File: config.mk
export PLATFORM = sky130hd
export DESIGN_NAME = port_fifo
export DESIGN_NICKNAME = d
export VERILOG_FILES = /design/src/rtl/port_fifo.sv
export SDC_FILE = /design/constraint.sdc
export NUM_CORES = 2
export LEC_CHECK = 0
export BUFFER_PORTS_ARGS = -buffer_cell sky130_fd_sc_hd__buf_2
export CELL_PAD_IN_SITES_DETAIL_PLACEMENT = 0
export CELL_PAD_IN_SITES_GLOBAL_PLACEMENT = 1
export CORE_MARGIN = 5
export CORE_UTILIZATION = 35
export CTS_CLUSTER_SIZE = 14
export DETAILED_ROUTE_END_ITERATION = 12
export GPL_TIMING_DRIVEN = 0
export PLACE_DENSITY = 0.51
export SKIP_LAST_GASP = 1
export SLEW_MARGIN = 40
export SYNTH_ARGS = -nofsm -noshare
export SYNTH_HDL_FRONTEND = slang
export SYNTH_SLANG_ARGS = --single-unit
export TNS_END_PERCENT = 10
File: constraint.sdc
create_clock -name clk -period 4.1 [get_ports clk]
set_input_delay 0.615 -clock clk [delete_from_list [all_inputs] [get_ports clk]]
set_output_delay 0.615 -clock clk [all_outputs]
set_load 0.1 [all_outputs]
File: src/rtl/port_fifo.sv
module port_fifo #(
  parameter int DATA_W     = 32,
  parameter int DEPTH      = 128,
  parameter bit WRITE_PORT = 1'b1
) (
  input  logic              clk,
  input  logic              rst_n,
  input  logic              start,
  input  logic              usr_sel,
  input  logic [DATA_W-1:0] usr_wdata,
  output logic [DATA_W-1:0] usr_rdata,
  input  logic              mem_stb,
  input  logic [DATA_W-1:0] mem_wdata,
  output logic [DATA_W-1:0] mem_rdata,
  output logic [$clog2(DEPTH):0] level,
  output logic              empty,
  output logic              almost_empty,
  output logic              almost_full,
  output logic              err
);
  localparam int AW    = $clog2(DEPTH);
  localparam int LVL_W = AW + 1;
  localparam logic [LVL_W-1:0] FULL_LVL = LVL_W'(DEPTH);
  localparam logic [LVL_W-1:0] AE_LIM   = LVL_W'(DEPTH / 8);
  localparam logic [LVL_W-1:0] AF_LIM   = LVL_W'((DEPTH / 8) * 7);

  initial begin
    if (DEPTH < 16 || (DEPTH & (DEPTH - 1)) != 0)
      $error("port_fifo: DEPTH must be a power of two >= 16 (R12)");
  end

  logic [DATA_W-1:0] store [DEPTH];
  logic [AW-1:0]     wr_ptr, rd_ptr;
  logic              push, pop, push_ok, pop_ok, is_full;
  logic [DATA_W-1:0] push_data, head;

  generate
    if (WRITE_PORT) begin : g_wr
      assign push      = usr_sel;
      assign pop       = mem_stb;
      assign push_data = usr_wdata;
    end else begin : g_rd
      assign push      = mem_stb;
      assign pop       = usr_sel;
      assign push_data = mem_wdata;
    end
  endgenerate

  assign empty        = (level == '0);
  assign is_full      = (level == FULL_LVL);
  assign almost_empty = (level < AE_LIM);
  assign almost_full  = (level > AF_LIM);

  assign push_ok = push && !is_full && !start;
  assign pop_ok  = pop && !empty && !start;

  assign head      = store[rd_ptr];
  assign usr_rdata = head;
  assign mem_rdata = head;

  always_ff @(posedge clk) begin
    if (push_ok) store[wr_ptr] <= push_data;
  end

  always_ff @(posedge clk or negedge rst_n) begin
    if (!rst_n) begin
      wr_ptr <= '0;
      rd_ptr <= '0;
      level  <= '0;
      err    <= 1'b0;
    end else if (start) begin
      wr_ptr <= '0;
      rd_ptr <= '0;
      level  <= '0;
      err    <= 1'b0;
    end else begin
      if (push_ok) wr_ptr <= wr_ptr + 1'b1;
      if (pop_ok)  rd_ptr <= rd_ptr + 1'b1;
      if (push_ok && !pop_ok)      level <= level + 1'b1;
      else if (pop_ok && !push_ok) level <= level - 1'b1;
      if ((push && is_full) || (pop && empty)) err <= 1'b1;
    end
  end
endmodule

Yosys cells after proc, flatten, opt, wreduce, memory -nomap -nowiden

Memories as Yosys holds them, arrays and structs flattened.
Cells that the tools add are included.

Memories: 1
Bits in registers: 23
Memory bits (writable): 4096
Word-level logic and storage cells: 42
Output and inout bits: 76
Input port bits: 69

Mux-type cells: 11
Add/subtract/negate cells: 4
Reduce and logical (&&, ||, !) cells: 19
Equality and inequality tests: 1
Order comparisons: 2

Memories:

| memory | depth | bits a word | read ports | clocked after memory_dff | wr ports | RTL line | RTL |
|---|---|---|---|---|---|---|---|
| store  | 128   | 32          | 1          | 0                        | 1        | 32       | `logic [DATA_W-1:0] store [DEPTH];` |

Operator list:

| kind                                                                             | number |
|---|---|
| 7-bit 2-to-1 mux                                                                 | 4 |
| 8-bit 2-to-1 mux                                                                 | 3 |
| 7-bit by 1-bit adder with 7-bit output (second input constant)                   | 2 |
| 8-bit by 1-bit adder with 8-bit output (second input constant)                   | 1 |
| 8-bit == test (second input constant)                                            | 1 |
| 8-bit by 7-bit greater-than comparator with 1-bit output (second input constant) | 1 |
| 1-bit logical AND                                                                | 8 |
| 8-bit logical NOT                                                                | 1 |
| 8-bit by 5-bit less-than comparator with 1-bit output (second input constant)    | 1 |
| 8-bit by 1-bit subtractor with 8-bit output (second input constant)              | 1 |
| 2-bit nonzero test                                                               | 3 |
| 1-bit logical NOT                                                                | 5 |
| 1-bit 2-to-1 mux                                                                 | 4 |
| 3-bit nonzero test                                                               | 1 |
| 1-bit logical OR                                                                 | 1 |

Logic depth before layout (Yosys ltp)

Depth in word-level cells: 9
Mapped depth: 13
Depth with buffers taken out: 12

Worst setup path before layout

Ideal clock, no wire load.

Kind: flip-flop to flip-flop
From: register level[4]
To: register level[7]
Slack: -2.736 ns
Required time: 3.972 ns
Stages on the path, launching flop included: 12
Setup time: 0.128 ns
Period minus slack after synthesis: 6.836 ns
Path buffers: 0
Data arrival time: 6.708 ns
Path through: dfrtp_1 -> nor4_1 -> a21boi_2 -> nand2b_1 -> or2_2 -> ha_1 -> a21oi_1 -> o211ai_1 -> a2111oi_0 -> nor3_1 -> mux2i_1 -> mux2_1

Longest elaborated chain between the ends: 8
Elaborated cells between the ends (all ways): 18
Classes of those cells: 2 x add/sub; 1 x eq/ne; 3 x mux; 12 x reduce/logical

RTL lines:

| what                                                                                | RTL line | RTL |
|---|---|---|
| start: declaration                                                                  | 15       | `output logic [$clog2(DEPTH):0] level,` |
| start signal: assignment                                                            | 79       | `if (push_ok && !pop_ok) level <= level + 1'b1;` |
| start signal: assignment                                                            | 80       | `else if (pop_ok && !push_ok) level <= level - 1'b1;` |
| branches (longest 8 deep; another with 8-bit by 1-bit subtractor with 8-bit output) | -        |  |

Parallel ways; which one is timed is not known. The select of a mux whose other input is x is not followed.
A chain may end at the register's enable or synchronous reset.

Worst setup path after layout

From: register rd_ptr[0]
To: output usr_rdata[31]

Longest elaborated chain between the ends: 1

RTL lines:

| what                     | RTL line | RTL |
|---|---|---|
| start: declaration       | 33       | `logic [AW-1:0] wr_ptr, rd_ptr;` |
| start signal: assignment | 78       | `if (pop_ok) rd_ptr <= rd_ptr + 1'b1;` |
| memory 128 x 32 bit      | -        |  |
| end: declaration         | 11       | `output logic [DATA_W-1:0] usr_rdata,` |

Every way passes these cells.

==> out/summary.txt <==
Status -> finished, violations left
Failing checks -> antenna violations, negative setup slack
Residual DRC -> 0
Initial drt markers -> 14900
Final clock skew -> 54.2 ps
PwrDens -> 557 nW/µm²
Starting density of the core -> 35.1%
Sink Count -> 4119
# port buffers -> 112
Cell family with most CP delay -> buffers and inverters
Synth top area cells -> edfxtp_1 77%, mux4_2 9.1%, mux2i_1 4.9%
Max-cap check violation count -> 0
Synth Cell Area -> 159000 µm²
Clock Tree Buf Depth -> 4
Bufs and invs on worst path -> 9
Setup_tns -> -196010 ps
Slew Limit Fails -> 0
Synth cell count leaders -> 4096 x edfxtp_1, 783 x mux2i_1, 645 x mux4_2
Nets -> 9077
Antenna viol nets, final -> 1
Top-area cell type share of the netlist area -> 77.3%
Antenna violations before repair -> 58
Vias in the first global route -> 86100
Final setup vio count -> 918
GRT Residual Overflow -> 0
Leak Pwr -> 0.0638 µW
Drt wl/cell -> 45.5 µm
RSZ-0062 raised after global routing -> yes
Worst-Margin Slew -> 960 ps
DR vias -> 92300
Hold Crit Class -> input port to flop
Post-Synthesis Cells -> 7606
Core Box Area -> 453000 µm²
Net count after synthesis -> 7684
Root Buffer -> clkbuf_16
Clk Latency, worst-skew pair -> 1060 ps
Pre-Repair DR Iteration Count -> 10
Detailed Place HPWL -> 504000 µm
GRT Resource Usage Total -> 28.7%
Fill count -> 38100
Detailed-route wire length -> 699000 µm
Rows -> 247
Drt via density -> 6.00
Main synth FF type -> edfxtp_1
Die area -> 468000 µm²
Slowest CP cell -> a21oi_1
Critical Path Max Stage Delay -> 780 ps
# IOs -> 145
Dpl cells -> 14200
EDFF count, synth -> 4096
Worst path most repeated cell -> buf_16
CP cell instances -> buf_12 > buf_16 > buf_16 > buf_16 > buf_16 > buf_16 > mux2i_1 > o221ai_1 > a21oi_1 > a211o_1 > a21oi_4 > buf_12 > buf_4 > buf_12
Worst path required time -> 3480 ps
Ys async rst share -> 0.558%
TritonCTS Buffers -> 440
Die X -> 684 µm
Period Utilization, post-route -> 134%
Tot Pwr -> 114000 µW
Minimum clock period -> 5510 ps
First-pass GRT wire length -> 882000 µm
Startpoint types -> flop
Synthesis Warnings -> 0
Die height -> 684 µm
CTS tree -> done
Most used standard cell by instance count after synthesis -> edfxtp_1
Pin count of the biggest net entering global routing -> 83
Area growth from synthesis to layout -> 28.9%
Slew Limit Headroom -> 36.0%
Layout cell share with drive strength beyond 1 -> 36.5%
Synth cell types -> 64
RePlAce Congestion -> 0.967
Syn_area_per_cell -> 20.9 µm²
Peak fanout along the critical path -> 10
H-tree Lvls -> 5
Maximum vdd drop -> 0.000455 V
Worst Setup Slack, final -> -1410 ps
Register clock-pin slew on the reported worst setup and hold paths -> 60 ps
Register bit count reported by yosys -> 4119
Crit path DAT -> 4900 ps
Setup Crit Path Kind -> flop to primary output
CP endpoint kind -> primary output
Sequential-to-total area share from yosys stat -> 77.6%
Fmax -> 0.181 GHz
Yosys top cell by area -> edfxtp_1
Non-filler cells in the finished layout -> 15400
Final Hold Fails -> 0
## cells in the final DEF (no fill, tap or decap), types with 32 or more instances in the layout
cell       netlist  layout
edfxtp_1      4096    4096
mux2i_1        783     658
mux4_2         645     645
clkbuf_16        0     466
buf_4           85     344
buf_16           0     324
buf_8            2     255
a22oi_1        203     173
buf_12           2     153
nor2_4           0     140
clkbuf_1       165     126
clkinv_1         0     126
a21oi_1        173     121
buf_6           52     115
mux2_2         113     113
mux2i_4          0     105
nand2_1        115      99
clkinv_2         0      78
clkbuf_2         0      76
o211ai_1        53      53
o21ai_0         96      52
a21boi_0        57      48
buf_2          149      46
a221oi_1       106      44
clkbuf_4         0      41
nand3_1         84      38
o22ai_1         45      37
a221oi_2         0      37
nor2_1         183      36
nand3_2          0      34
a21oi_4          0      33
o21ai_2          0      32
## metrics by stage
stage | util (%) | hold slack, ps | cell area (µm²) | setup WS, ps
2_1_floorplan | - | 319 | 159000 | -217
3_3_place_gp | 36.9 | 487 | 167000 | -4380
3_5_place_dp | 39.6 | 483 | 180000 | -2600
4_1_cts | 44.1 | 18.4 | 200000 | -1290
5_1_grt | 45.3 | 12.9 | 205000 | -1290
6_report | 45.3 | 24.0 | 205000 | -1410
## what timing repair did
item | 4_1_cts | 5_1_grt
endpoints found under the setup margin | 910 | 1284
cloned | 3 | 12
pin swaps | 62 | 121
gates resized for setup | 1195 | 590
hold endpoints to repair | 242 | 0
hold buffers | 22 | 0
buffers inserted | 87 | 257
## final cells by class
class                      instances  area, µm²  area share, %
timing repair buffer             954      15500           7.54
tap                             5976       7480           3.64
multi-input combinational       3004      39100           19.0
buffer                           473       5950           2.90
antenna                           24       60.1         0.0293
clock buffer                     559      11700           5.72
clock inverter                   251       1860          0.906
inverter                           7       26.3         0.0128
sequential                      4119     124000           60.2
## where the power goes
group          internal [µW]  switching, µW
clock                  21500          16900
sequential             46400           90.1
combinational          11000          18300
## kinds of logic after synthesis
logic type	share of synthesized area, %
and+or+nand+nor	1.26
adders and majority gates	0.0754
AOI/OAI and AO/OA	4.38
buffers and inverters	1.74
xor gates and xnor gates	0.0770
DFF	77.6
muxes	14.9
## worst register-to-register path: cells and delay by family (launching register included)
kind | cells | cell delay (ps)
and+or+nand+nor | 4 | 1800
buffers and inverters | 5 | 1750
DFF | 1 | 440
AOI/OAI and AO/OA | 1 | 260
## metal layers
metal | up-vias | share of wire [%] | track usage [%]
met5 | - | 0.0090 | 0
met4 | 10 | 5.9 | 13.9
met3 | 1102 | 12 | 8.46
met2 | 5995 | 43 | 41.4
met1 | 50300 | 39 | 39.7
li1 | 34900 | - | -
## registers in the layout (all words and copies together), names as in the netlist
| signal | cells |
|---|---|
| err | 1 |
| level | 8 |
| rd_ptr | 7 |
| store | 4096 |
| wr_ptr | 7 |
## path summary, 6_finish.rpt
| kind | cells after the start | end | slack (ps) | startpoint |
|---|---|---|---|---|
| max | 14 | usr_rdata[31] | -1410 | rd_ptr[0]$_DFFE_PN0P_ |
| min | 1 | store[2][23]$_DFFE_PP_ | 20 | usr_wdata[23] |
| max reg2reg | 10 | store[102][24]$_DFFE_PP_ | -410 | level[0]$_DFFE_PN0P_ |
| min reg2reg | 2 | err$_DFFE_PN0P_ | 490 | err$_DFFE_PN0P_ |
| max in group asynchronous | 2 | rd_ptr[6]$_DFFE_PN0P_ | 3610 | rst_n |
| min in group asynchronous | 2 | err$_DFFE_PN0P_ | 50 | rst_n |
(Power assumes the default switching activity.)
